$ cat config.mk
export PLATFORM = sky130hd
export DESIGN_NAME = baud_gen_top
export DESIGN_NICKNAME = d
export VERILOG_FILES = /design/src/rtl/baud_pkg.sv /design/src/rtl/baud_cfg_fsm.sv /design/src/rtl/baud_prescaler.sv /design/src/rtl/baud_stage2.sv /design/src/rtl/baud_out.sv /design/src/rtl/baud_gen_top.sv
export SDC_FILE = /design/constraint.sdc
export NUM_CORES = 1
export LEC_CHECK = 0
export BUFFER_PORTS_ARGS = -buffer_cell sky130_fd_sc_hd__buf_2
export CAP_MARGIN = 25
export CORE_MARGIN = 2
export CORE_UTILIZATION = 36
export CTS_CLUSTER_SIZE = 20
export DETAILED_ROUTE_END_ITERATION = 6
export GPL_ROUTABILITY_DRIVEN = 0
export MAX_ROUTING_LAYER = met4
export PLACE_DENSITY_LB_ADDON = 0.08
export SLEW_MARGIN = 5
export SYNTH_ARGS = -nofsm -noshare
export SYNTH_HDL_FRONTEND = slang
export SYNTH_SLANG_ARGS = --single-unit
$ cat constraint.sdc
create_clock -name clk -period 4.85 [get_ports clk]
set_input_delay 0.7275 -clock clk [delete_from_list [all_inputs] [get_ports clk]]
set_output_delay 0.7275 -clock clk [all_outputs]
set_load 0.005 [all_outputs]
$ cat src/rtl/baud_pkg.sv
`timescale 1ns/1ps
package baud_pkg;
    typedef enum logic [1:0] {
        ST_RELOAD = 2'd0,
        ST_RUN    = 2'd1,
        ST_PARK   = 2'd2
    } gen_state_e;
endpackage

$ cat src/rtl/baud_cfg_fsm.sv
`timescale 1ns/1ps
module baud_cfg_fsm
    import baud_pkg::*;
#(
    parameter int CFG_W = 9
) (
    input  logic             clk,
    input  logic             rst_n,
    input  logic [CFG_W-1:0] cfg_in,
    input  logic             sel_ok,
    output logic             run
);
    gen_state_e       state_q, state_d;
    logic [CFG_W-1:0] cfg_q;
    logic             changed;

    assign changed = (cfg_in != cfg_q);

    // state register and configuration snapshot
    always_ff @(posedge clk or negedge rst_n) begin
        if (!rst_n) begin
            state_q <= ST_RELOAD;
            cfg_q   <= '0;
        end else begin
            state_q <= state_d;
            cfg_q   <= cfg_in;
        end
    end

    // transitions
    always_comb begin
        state_d = state_q;
        if (!sel_ok) begin
            state_d = ST_PARK;
        end else if (changed) begin
            state_d = ST_RELOAD;
        end else begin
            unique case (state_q)
                ST_RELOAD: state_d = ST_RUN;
                ST_RUN:    state_d = ST_RUN;
                ST_PARK:   state_d = ST_RELOAD;
                default:   state_d = ST_RELOAD;
            endcase
        end
    end

    // outputs
    always_comb begin
        run = 1'b0;
        unique case (state_q)
            ST_RUN:    run = sel_ok && !changed;
            ST_RELOAD: run = 1'b0;
            ST_PARK:   run = 1'b0;
            default:   run = 1'b0;
        endcase
    end
endmodule

$ cat src/rtl/baud_prescaler.sv
`timescale 1ns/1ps
module baud_prescaler #(
    parameter int PRE_W = 3
) (
    input  logic             clk,
    input  logic             rst_n,
    input  logic             run,
    input  logic             enable,
    input  logic [PRE_W-1:0] div,
    output logic [PRE_W-1:0] cnt,
    output logic [PRE_W:0]   ratio,
    output logic             wrap
);
    logic [PRE_W-1:0] limit;

    assign limit = enable ? div : '0;
    assign ratio = {1'b0, limit} + (PRE_W+1)'(1);
    assign wrap  = run && (cnt == limit);

    always_ff @(posedge clk or negedge rst_n) begin
        if (!rst_n) begin
            cnt <= '0;
        end else if (!run || wrap) begin
            cnt <= '0;
        end else begin
            cnt <= cnt + PRE_W'(1);
        end
    end
endmodule

$ cat src/rtl/baud_stage2.sv
`timescale 1ns/1ps
module baud_stage2 #(
    parameter int SEL_W       = 3,
    parameter int MAX_SEL     = 5,
    parameter int SYNC_SHIFT  = 0,
    parameter int ASYNC_SHIFT = 3,
    parameter int SCNT_W      = 8
) (
    input  logic              clk,
    input  logic              rst_n,
    input  logic              run,
    input  logic              adv,
    input  logic              sync_sel,
    input  logic [SEL_W-1:0]  sel,
    output logic [SCNT_W-1:0] cnt,
    output logic [SCNT_W:0]   ratio,
    output logic              last
);
    logic [SCNT_W-1:0] sync_lim  [MAX_SEL+1];
    logic [SCNT_W-1:0] async_lim [MAX_SEL+1];
    logic [SCNT_W-1:0] limit;

    for (genvar c = 0; c <= MAX_SEL; c++) begin : g_tab
        assign sync_lim[c]  = SCNT_W'((1 << (c + SYNC_SHIFT)) - 1);
        assign async_lim[c] = SCNT_W'((1 << (c + ASYNC_SHIFT)) - 1);
    end

    always_comb begin
        limit = '0;
        for (int c = 0; c <= MAX_SEL; c++) begin
            if (sel == SEL_W'(c)) limit = sync_sel ? sync_lim[c] : async_lim[c];
        end
    end

    assign ratio = {1'b0, limit} + (SCNT_W+1)'(1);
    assign last  = (cnt == limit);

    always_ff @(posedge clk or negedge rst_n) begin
        if (!rst_n) begin
            cnt <= '0;
        end else if (!run) begin
            cnt <= '0;
        end else if (adv) begin
            cnt <= last ? '0 : cnt + SCNT_W'(1);
        end
    end
endmodule

$ cat src/rtl/baud_out.sv
`timescale 1ns/1ps
module baud_out #(
    parameter int TOT_W = 13
) (
    input  logic             clk,
    input  logic             rst_n,
    input  logic             run,
    input  logic             tick_cond,
    input  logic [TOT_W-1:0] total,
    input  logic [TOT_W-1:0] divisor,
    output logic             tick_q,
    output logic             xclk_q
);
    always_ff @(posedge clk or negedge rst_n) begin
        if (!rst_n) begin
            tick_q <= 1'b0;
            xclk_q <= 1'b0;
        end else begin
            tick_q <= tick_cond;
            xclk_q <= run && (total >= (divisor >> 1));
        end
    end
endmodule

$ cat src/rtl/baud_gen_top.sv
`timescale 1ns/1ps
module baud_gen_top #(
    parameter int         PRE_W       = 3,
    parameter int         SEL_W       = 3,
    parameter int         MODE_W      = 2,
    parameter logic [1:0] SYNC_CODE   = 2'b10,
    parameter int         SYNC_SHIFT  = 0,
    parameter int         ASYNC_SHIFT = 3,
    parameter int         MAX_SEL     = 5
) (
    input  logic              clk,
    input  logic              rst_n,
    input  logic              pre_en,
    input  logic [PRE_W-1:0]  pre_div,
    input  logic [SEL_W-1:0]  src_sel,
    input  logic [MODE_W-1:0] op_mode,
    output logic              baud_tick,
    output logic              xfer_clk
);
    localparam int BIG_SHIFT = (ASYNC_SHIFT > SYNC_SHIFT) ? ASYNC_SHIFT : SYNC_SHIFT;
    localparam int SCNT_W    = (MAX_SEL + BIG_SHIFT > 0) ? MAX_SEL + BIG_SHIFT : 1;
    localparam int CFG_W     = 1 + PRE_W + SEL_W + MODE_W;
    localparam int TOT_W     = PRE_W + SCNT_W + 2;

    logic              run, sel_ok, sync_sel;
    logic [PRE_W-1:0]  p_cnt;
    logic [PRE_W:0]    n_ratio;
    logic              p_wrap;
    logic [SCNT_W-1:0] s_cnt;
    logic [SCNT_W:0]   m_ratio;
    logic              s_last;
    logic [TOT_W-1:0]  total, divisor;

    assign sel_ok   = (int'(src_sel) <= MAX_SEL);
    assign sync_sel = (op_mode == MODE_W'(SYNC_CODE));

    baud_cfg_fsm #(.CFG_W(CFG_W)) u_fsm (
        .clk    (clk),
        .rst_n  (rst_n),
        .cfg_in ({pre_en, pre_div, src_sel, op_mode}),
        .sel_ok (sel_ok),
        .run    (run)
    );

    baud_prescaler #(.PRE_W(PRE_W)) u_pre (
        .clk    (clk),
        .rst_n  (rst_n),
        .run    (run),
        .enable (pre_en),
        .div    (pre_div),
        .cnt    (p_cnt),
        .ratio  (n_ratio),
        .wrap   (p_wrap)
    );

    baud_stage2 #(
        .SEL_W       (SEL_W),
        .MAX_SEL     (MAX_SEL),
        .SYNC_SHIFT  (SYNC_SHIFT),
        .ASYNC_SHIFT (ASYNC_SHIFT),
        .SCNT_W      (SCNT_W)
    ) u_s2 (
        .clk      (clk),
        .rst_n    (rst_n),
        .run      (run),
        .adv      (p_wrap),
        .sync_sel (sync_sel),
        .sel      (src_sel),
        .cnt      (s_cnt),
        .ratio    (m_ratio),
        .last     (s_last)
    );

    assign total   = TOT_W'(s_cnt) * TOT_W'(n_ratio) + TOT_W'(p_cnt);
    assign divisor = TOT_W'(n_ratio) * TOT_W'(m_ratio);

    baud_out #(.TOT_W(TOT_W)) u_out (
        .clk       (clk),
        .rst_n     (rst_n),
        .run       (run),
        .tick_cond (p_wrap && s_last),
        .total     (total),
        .divisor   (divisor),
        .tick_q    (baud_tick),
        .xclk_q    (xfer_clk)
    );
endmodule

* After elaboration in Yosys (flattened, before gate mapping)
Index checks and enable logic that the tools add are counted.
** Storage, ports and cells
- Bits in registers :: 24
- Output and inout bits :: 2
- Input bits :: 11
- Word-level logic and storage cells :: 57
** Operators by class
- Multipliers :: 2
- Equal/unequal tests :: 11
- Reductions and logical operators :: 10
- $lt $le $gt $ge :: 2
- Multiplexer cells :: 21
- Add/sub/neg operators :: 5
** Operators with widths (number)
- $mux 8 :: 10
- $add 12x3->13 :: 1
- $ge 13x12->1 :: 1
- $mul 4x9->13 :: 1
- $mul 8x4->12 :: 1
- $add 8x1->9 const B :: 1
- $mux 3 :: 3
- $ne 9x9->1 :: 1
- $add 8x1->8 const B :: 1
- $eq 8x8->1 :: 1
- $mux 7 :: 1
- $eq 3x2->1 const B :: 2
- $eq 3x3->1 const B :: 2
- $mux 6 :: 1
- $mux 5 :: 1
- $add 3x1->4 const B :: 1
- $logic_and 1x1->1 :: 4
- $mux 2 :: 2
- $mux 4 :: 1
- $add 3x1->3 const B :: 1
- $eq 3x1->1 const B :: 1
- $eq 3x3->1 :: 1
- $le 3x3->1 const B :: 1
- $logic_not 3->1 :: 1
- other kinds (8) :: 10

* Depth between registers and ports, before layout
- Depth after elaboration :: 12
- Gate-level depth with buffers :: 27
- Mapped depth without buffers :: 25

* Modules after synthesis
From an unflattened synthesis, not the netlist that was laid out.
** Unflattened totals
- Cell total of the unflattened synthesis :: 496
- Area, all modules :: 4152.7 µm²
** Modules (own cells, without submodules)
- baud_gen_top :: instances 1, seq. area each 0.0 µm², area each 2277.2 µm², cells each 281
- baud_stage2 :: instances 1, seq. area each 200.2 µm², area each 845.8 µm², cells each 113
- baud_cfg_fsm :: instances 1, seq. area each 275.3 µm², area each 397.9 µm², cells each 27
- baud_out :: instances 1, seq. area each 50.0 µm², area each 351.6 µm², cells each 45
- baud_prescaler :: instances 1, seq. area each 75.1 µm², area each 280.3 µm², cells each 30

* Least setup slack after synthesis
Ideal clock, no wire load.
- Path kind :: input to register
- Start point :: input port pre_en
- End point :: register u_out.xclk_q
- Data required time :: 4762 ps
- Path buffers :: 1
- Arrival time :: 5837 ps
- Stages on the path :: 24
- Slack :: -1076 ps
- Setup time :: 88 ps
- Cell sequence :: clkbuf_1 nand2_1 clkinv_1 ha_1 xnor2_1 and2_1 ha_1 ha_1 inv_1 fa_1 inv_1 ha_1 a21o_1 a21oi_1 o21ai_0 or4_1 a31o_2 a21oi_1 xnor2_1 ha_1 o21a_1 o21ai_0 or3_1 a41oi_1
** On the way
- Longest elaborated chain between the ends :: 6
- Elaborated cells on any way between the ends :: 11
- Those cells by class :: add/sub: 2; mul: 2; order compare: 1; eq/ne: 1; mux: 2; reduce/logical: 3
** RTL lines
- from (decl) :: line baud_gen_top.sv:13 : input logic pre_en,
- $mux 3 :: line baud_prescaler.sv:16 : assign limit = enable ? div : '0;
- $add 3x1->4 :: line baud_prescaler.sv:17 : assign ratio = {1'b0, limit} + (PRE_W+1)'(1);
- $mul 8x4->12 :: line baud_gen_top.sv:74 : assign total = TOT_W'(s_cnt) * TOT_W'(n_ratio) + TOT_W'(p_cnt);
- $add 12x3->13 :: line baud_gen_top.sv:74
- $ge 13x12->1 :: line baud_out.sv:20 : xclk_q <= run && (total >= (divisor >> 1));
- $logic_and 1x1->1 * :: line baud_out.sv:20
- to (signal assigned) :: line baud_out.sv:20
- to (decl) :: line baud_out.sv:12 : output logic xclk_q
Mark *: on every way between the ends. The rest lies on a longest branch, timed or not.
A chain may end at the register's enable or synchronous reset.

* Worst setup path after layout
- Start point :: input port src_sel[2]
- End point :: register u_out.xclk_q
** On the way
- Longest elaborated chain between the ends :: 11
- Elaborated cells on any way between the ends :: 21
- Those cells by class :: add/sub: 1; mul: 1; order compare: 2; eq/ne: 6; mux: 7; reduce/logical: 4
** RTL lines
- from (decl) :: line baud_gen_top.sv:15 : input logic [SEL_W-1:0] src_sel,
- $logic_not 3->1 :: line baud_stage2.sv:31 : if (sel == SEL_W'(c)) limit = sync_sel ? sync_lim[c] : async_lim[c];
- $mux 8 (6 in series) :: line baud_stage2.sv:31
- $add 8x1->9 :: line baud_stage2.sv:35 : assign ratio = {1'b0, limit} + (SCNT_W+1)'(1);
- $mul 4x9->13 :: line baud_gen_top.sv:75 : assign divisor = TOT_W'(n_ratio) * TOT_W'(m_ratio);
- $ge 13x12->1 :: line baud_out.sv:20
- $logic_and 1x1->1 * :: line baud_out.sv:20
Marked as above.

==> results_dict.tcl <==
set metrics [dict create \
    ant_nets 0 \
    status "complete, but fails checks" \
    crit_family "adder cells" \
    relSlewSlack_pct 60.5 \
    drt_pass1_iterations 4 \
    async_flop_share_pct 100 \
    grt_setup_unrepaired "true" \
    fp.coreArea_sq_um 10400 \
    synth_top_area_share_pct 19.6 \
    syn_nets 560 \
    layout.cells.non_filler 684 \
    die_y_microns 108 \
    ys_seq_area_share_pct 15.4 \
    ys_seq_elements 24 \
    hp-class "flop to flop" \
    yosys.cell_count.top_type "ha_1" \
    path_cells "buf_6 -> nor3b_4 -> a21oi_4 -> ha_4 -> buf_4 -> buf_4 -> o22ai_2 -> a22oi_2 -> buf_4 -> nor2_4 -> fa_1 -> fa_1 -> ha_4 -> o21ai_2 -> nand2b_1 -> buf_4 -> a311oi_2 -> xor2_1 -> ha_1 -> a21o_1 -> a2111oi_4 -> nor2_1 -> nor3_2 -> a41oi_2" \
    skew_ps 13.3 \
    yosysTopAreaCell "ha_1" \
    power_density_nw_per_um2 117 \
    synth_cells 460 \
    synthTopCellsByArea "ha_1 (20%), dfrtp_1 (15%), fa_1 (14%)" \
    timing.critical_path.mode_cell "buf_4" \
    slew_violations 0 \
    viasPerCell 4.89 \
    grt_max_degree 25 \
    arrival_ps 5360 \
    ioPinCount 13 \
    area_growth_pct 31.9 \
    ir_worst_vdd_v 0.000134 \
    port_buffers 12 \
    max_freq_ghz 0.192 \
    start_util_pct 37.3 \
    setup_ws_ps -364 \
    finalHoldViolations 0 \
    finalCritPeriodShare_pct 108 \
    clock_latency_ps 270 \
    p_leak_nw 2.58 \
    violations "negative setup slack" \
    maxCapViolCount 0 \
    period_needed_ps 5210 \
    grt_pass1_vias 3434 \
    critical_path_buf_inv_count 5 \
    die_x_microns 108 \
    cp_slowest_cell "fa_1" \
    clock_path_buffers 2 \
    drive_above_1_share_pct 30.1 \
    dp.cells 670 \
    ys_types 57 \
    clk_pin_slew_ps 100 \
    avgSynthCellArea_sq_um 8.46 \
    post_drt_wl_per_cell_microns 13.9 \
    holdPathStages 1 \
    synthTopCellsByCount "ha_1 (61), nor2_1 (45), inv_1 (44)" \
    grt_use_total_pct 17.8 \
    row_count 37 \
    crit_required_ps 5000 \
    cp-end-kind "flop" \
    worst_slew_pin_slew_ps 593 \
    antenna_found_initial 0 \
    synth_edf_count 0 \
    fill_cells 1013 \
    htree_levels 1 \
    setup_viol 1 \
    cts-hold-fix-buffers 0 \
    diodes 0 \
    numCtsBuffers 3 \
    hold_ws_ps 429 \
    cts_sinks 24 \
    critical_path_class "primary input to flop" \
    clockRootBuffer "clkbuf_8" \
    cts_tree "built" \
    drt_iter0_drc 98 \
    netlist_area_sq_um 3890 \
    crit_path_max_fanout 5 \
    cp.depth 24 \
    grt_pass1_wl_microns 16300 \
    slowest_delay_ps 530 \
    r2r_cells 17 \
    grt_remaining_overflow 0 \
    synth_ff_type "dfrtp_1" \
    die_area_sq_um 11700 \
    drc_errors 0 \
    routed_wl_microns 9530 \
    dp_hpwl_microns 8010 \
    nets 649 \
    synth_warnings 0 \
    vias 3346 \
    crit_path_start_kind "primary input" \
]
## metrics by stage
step	setup slack (ps)	TNS (ps)	instance area (sq um)	power [W]	utilization, %
2_1_floorplan	-440	-440	4090	0.000355	-
3_3_place_gp	-703	-703	4810	0.000434	46.2
3_5_place_dp	-807	-807	4810	0.000437	46.2
4_1_cts	-402	-402	5010	0.000603	48.1
5_1_grt	-563	-563	5130	0.000646	49.2
6_report	-364	-364	5130	0.000600	49.2
## report_power, final
group	internal [W]	total [W]	switching [W]	leakage, nW
clock network	0.0000726	0.000143	0.0000700	0.0288
logic	0.000127	0.000251	0.000124	2.23
registers	0.000204	0.000206	0.00000173	0.313
## layer usage
metal | global-route usage, % | routed length (microns)
met5 | - | 0
met2 | 30.0 | 4510
met4 | 2.56 | 57
met3 | 1.21 | 92
met1 | 24.2 | 4880
## path summary, 6_finish.rpt
| check | slack, ps | end | startpoint |
|---|---|---|---|
| worst max-delay path | -360 | u_out.xclk_q | src_sel[2] |
| worst min-delay path | 430 | u_fsm.state_q[0] | u_fsm.state_q[1] |
| worst max register to register | 390 | u_out.xclk_q | u_s2.cnt[3] |
| worst min register to register | 430 | u_fsm.state_q[0] | u_fsm.state_q[1] |
| max in group asynchronous | 4010 | u_out.tick_q | rst_n |
| min in group asynchronous | 450 | u_pre.cnt[1] | rst_n |
## worst register-to-register path: cells and delay by family, from the launching register on
kind	cells	cell delay [ps]
buf+inv	1	60
compound gates	6	800
simple gates	4	1010
xor+xnor	1	80
fa+ha+maj	5	1910
flops	1	540
## cells by family (layout without fill, tap and decap cells)
logic type                 after synthesis  in the layout  share of synthesized area, %
and+or+nand+nor                        168            168                          22.1
adders and majority gates               89             89                          34.0
AOI/OAI and AO/OA                       75             75                          12.8
buffers and inverters                   65            153                          6.63
xor gates and xnor gates                36             36                          8.11
DFF                                     24             24                          15.4
muxes                                    3              3                         0.836
## cell type report
class,instances,area (sq um),area share (%)
Multi-Input combinational cell,371,3370,65.6
Timing Repair Buffer,104,763,14.9
Sequential cell,24,601,11.7
Inverter,45,174,3.39
Tap cell,136,170,3.32
Clock buffer,4,55.1,1.07
## cells in the final DEF, fill, tap and decap left out, types with 4 or more instances in the layout
cell	netlist	final
a21o_1	9	9
a21oi_1	15	10
and2_1	20	18
and3_1	7	7
buf_2	4	10
buf_4	0	92
clkbuf_8	0	4
dfrtp_1	24	24
fa_1	28	27
ha_1	61	54
ha_4	0	7
inv_1	44	41
nand2_1	39	36
nand2b_1	7	7
nand3_1	6	6
nand4_1	4	4
nor2_1	45	42
nor2b_1	8	7
nor3_1	12	11
nor3b_2	4	4
o21ai_0	18	14
or3_1	6	4
xnor2_1	25	23
xor2_1	11	10
## state kept, by name, indices dropped and copies added, names as in the netlist
name / cells
u_fsm.cfg_q: 9
u_fsm.state_q: 2
u_pre.cnt: 3
u_out.xclk_q: 1
u_s2.cnt: 8
u_out.tick_q: 1
## timing repair
item / 4_1_cts / 5_1_grt
setup buffers: 6 / 4
resized for setup: 20 / 15
setup endpoints to repair: 1 / 1
pin swaps: 31 / 27
Power figures use the tool's default switching activity.
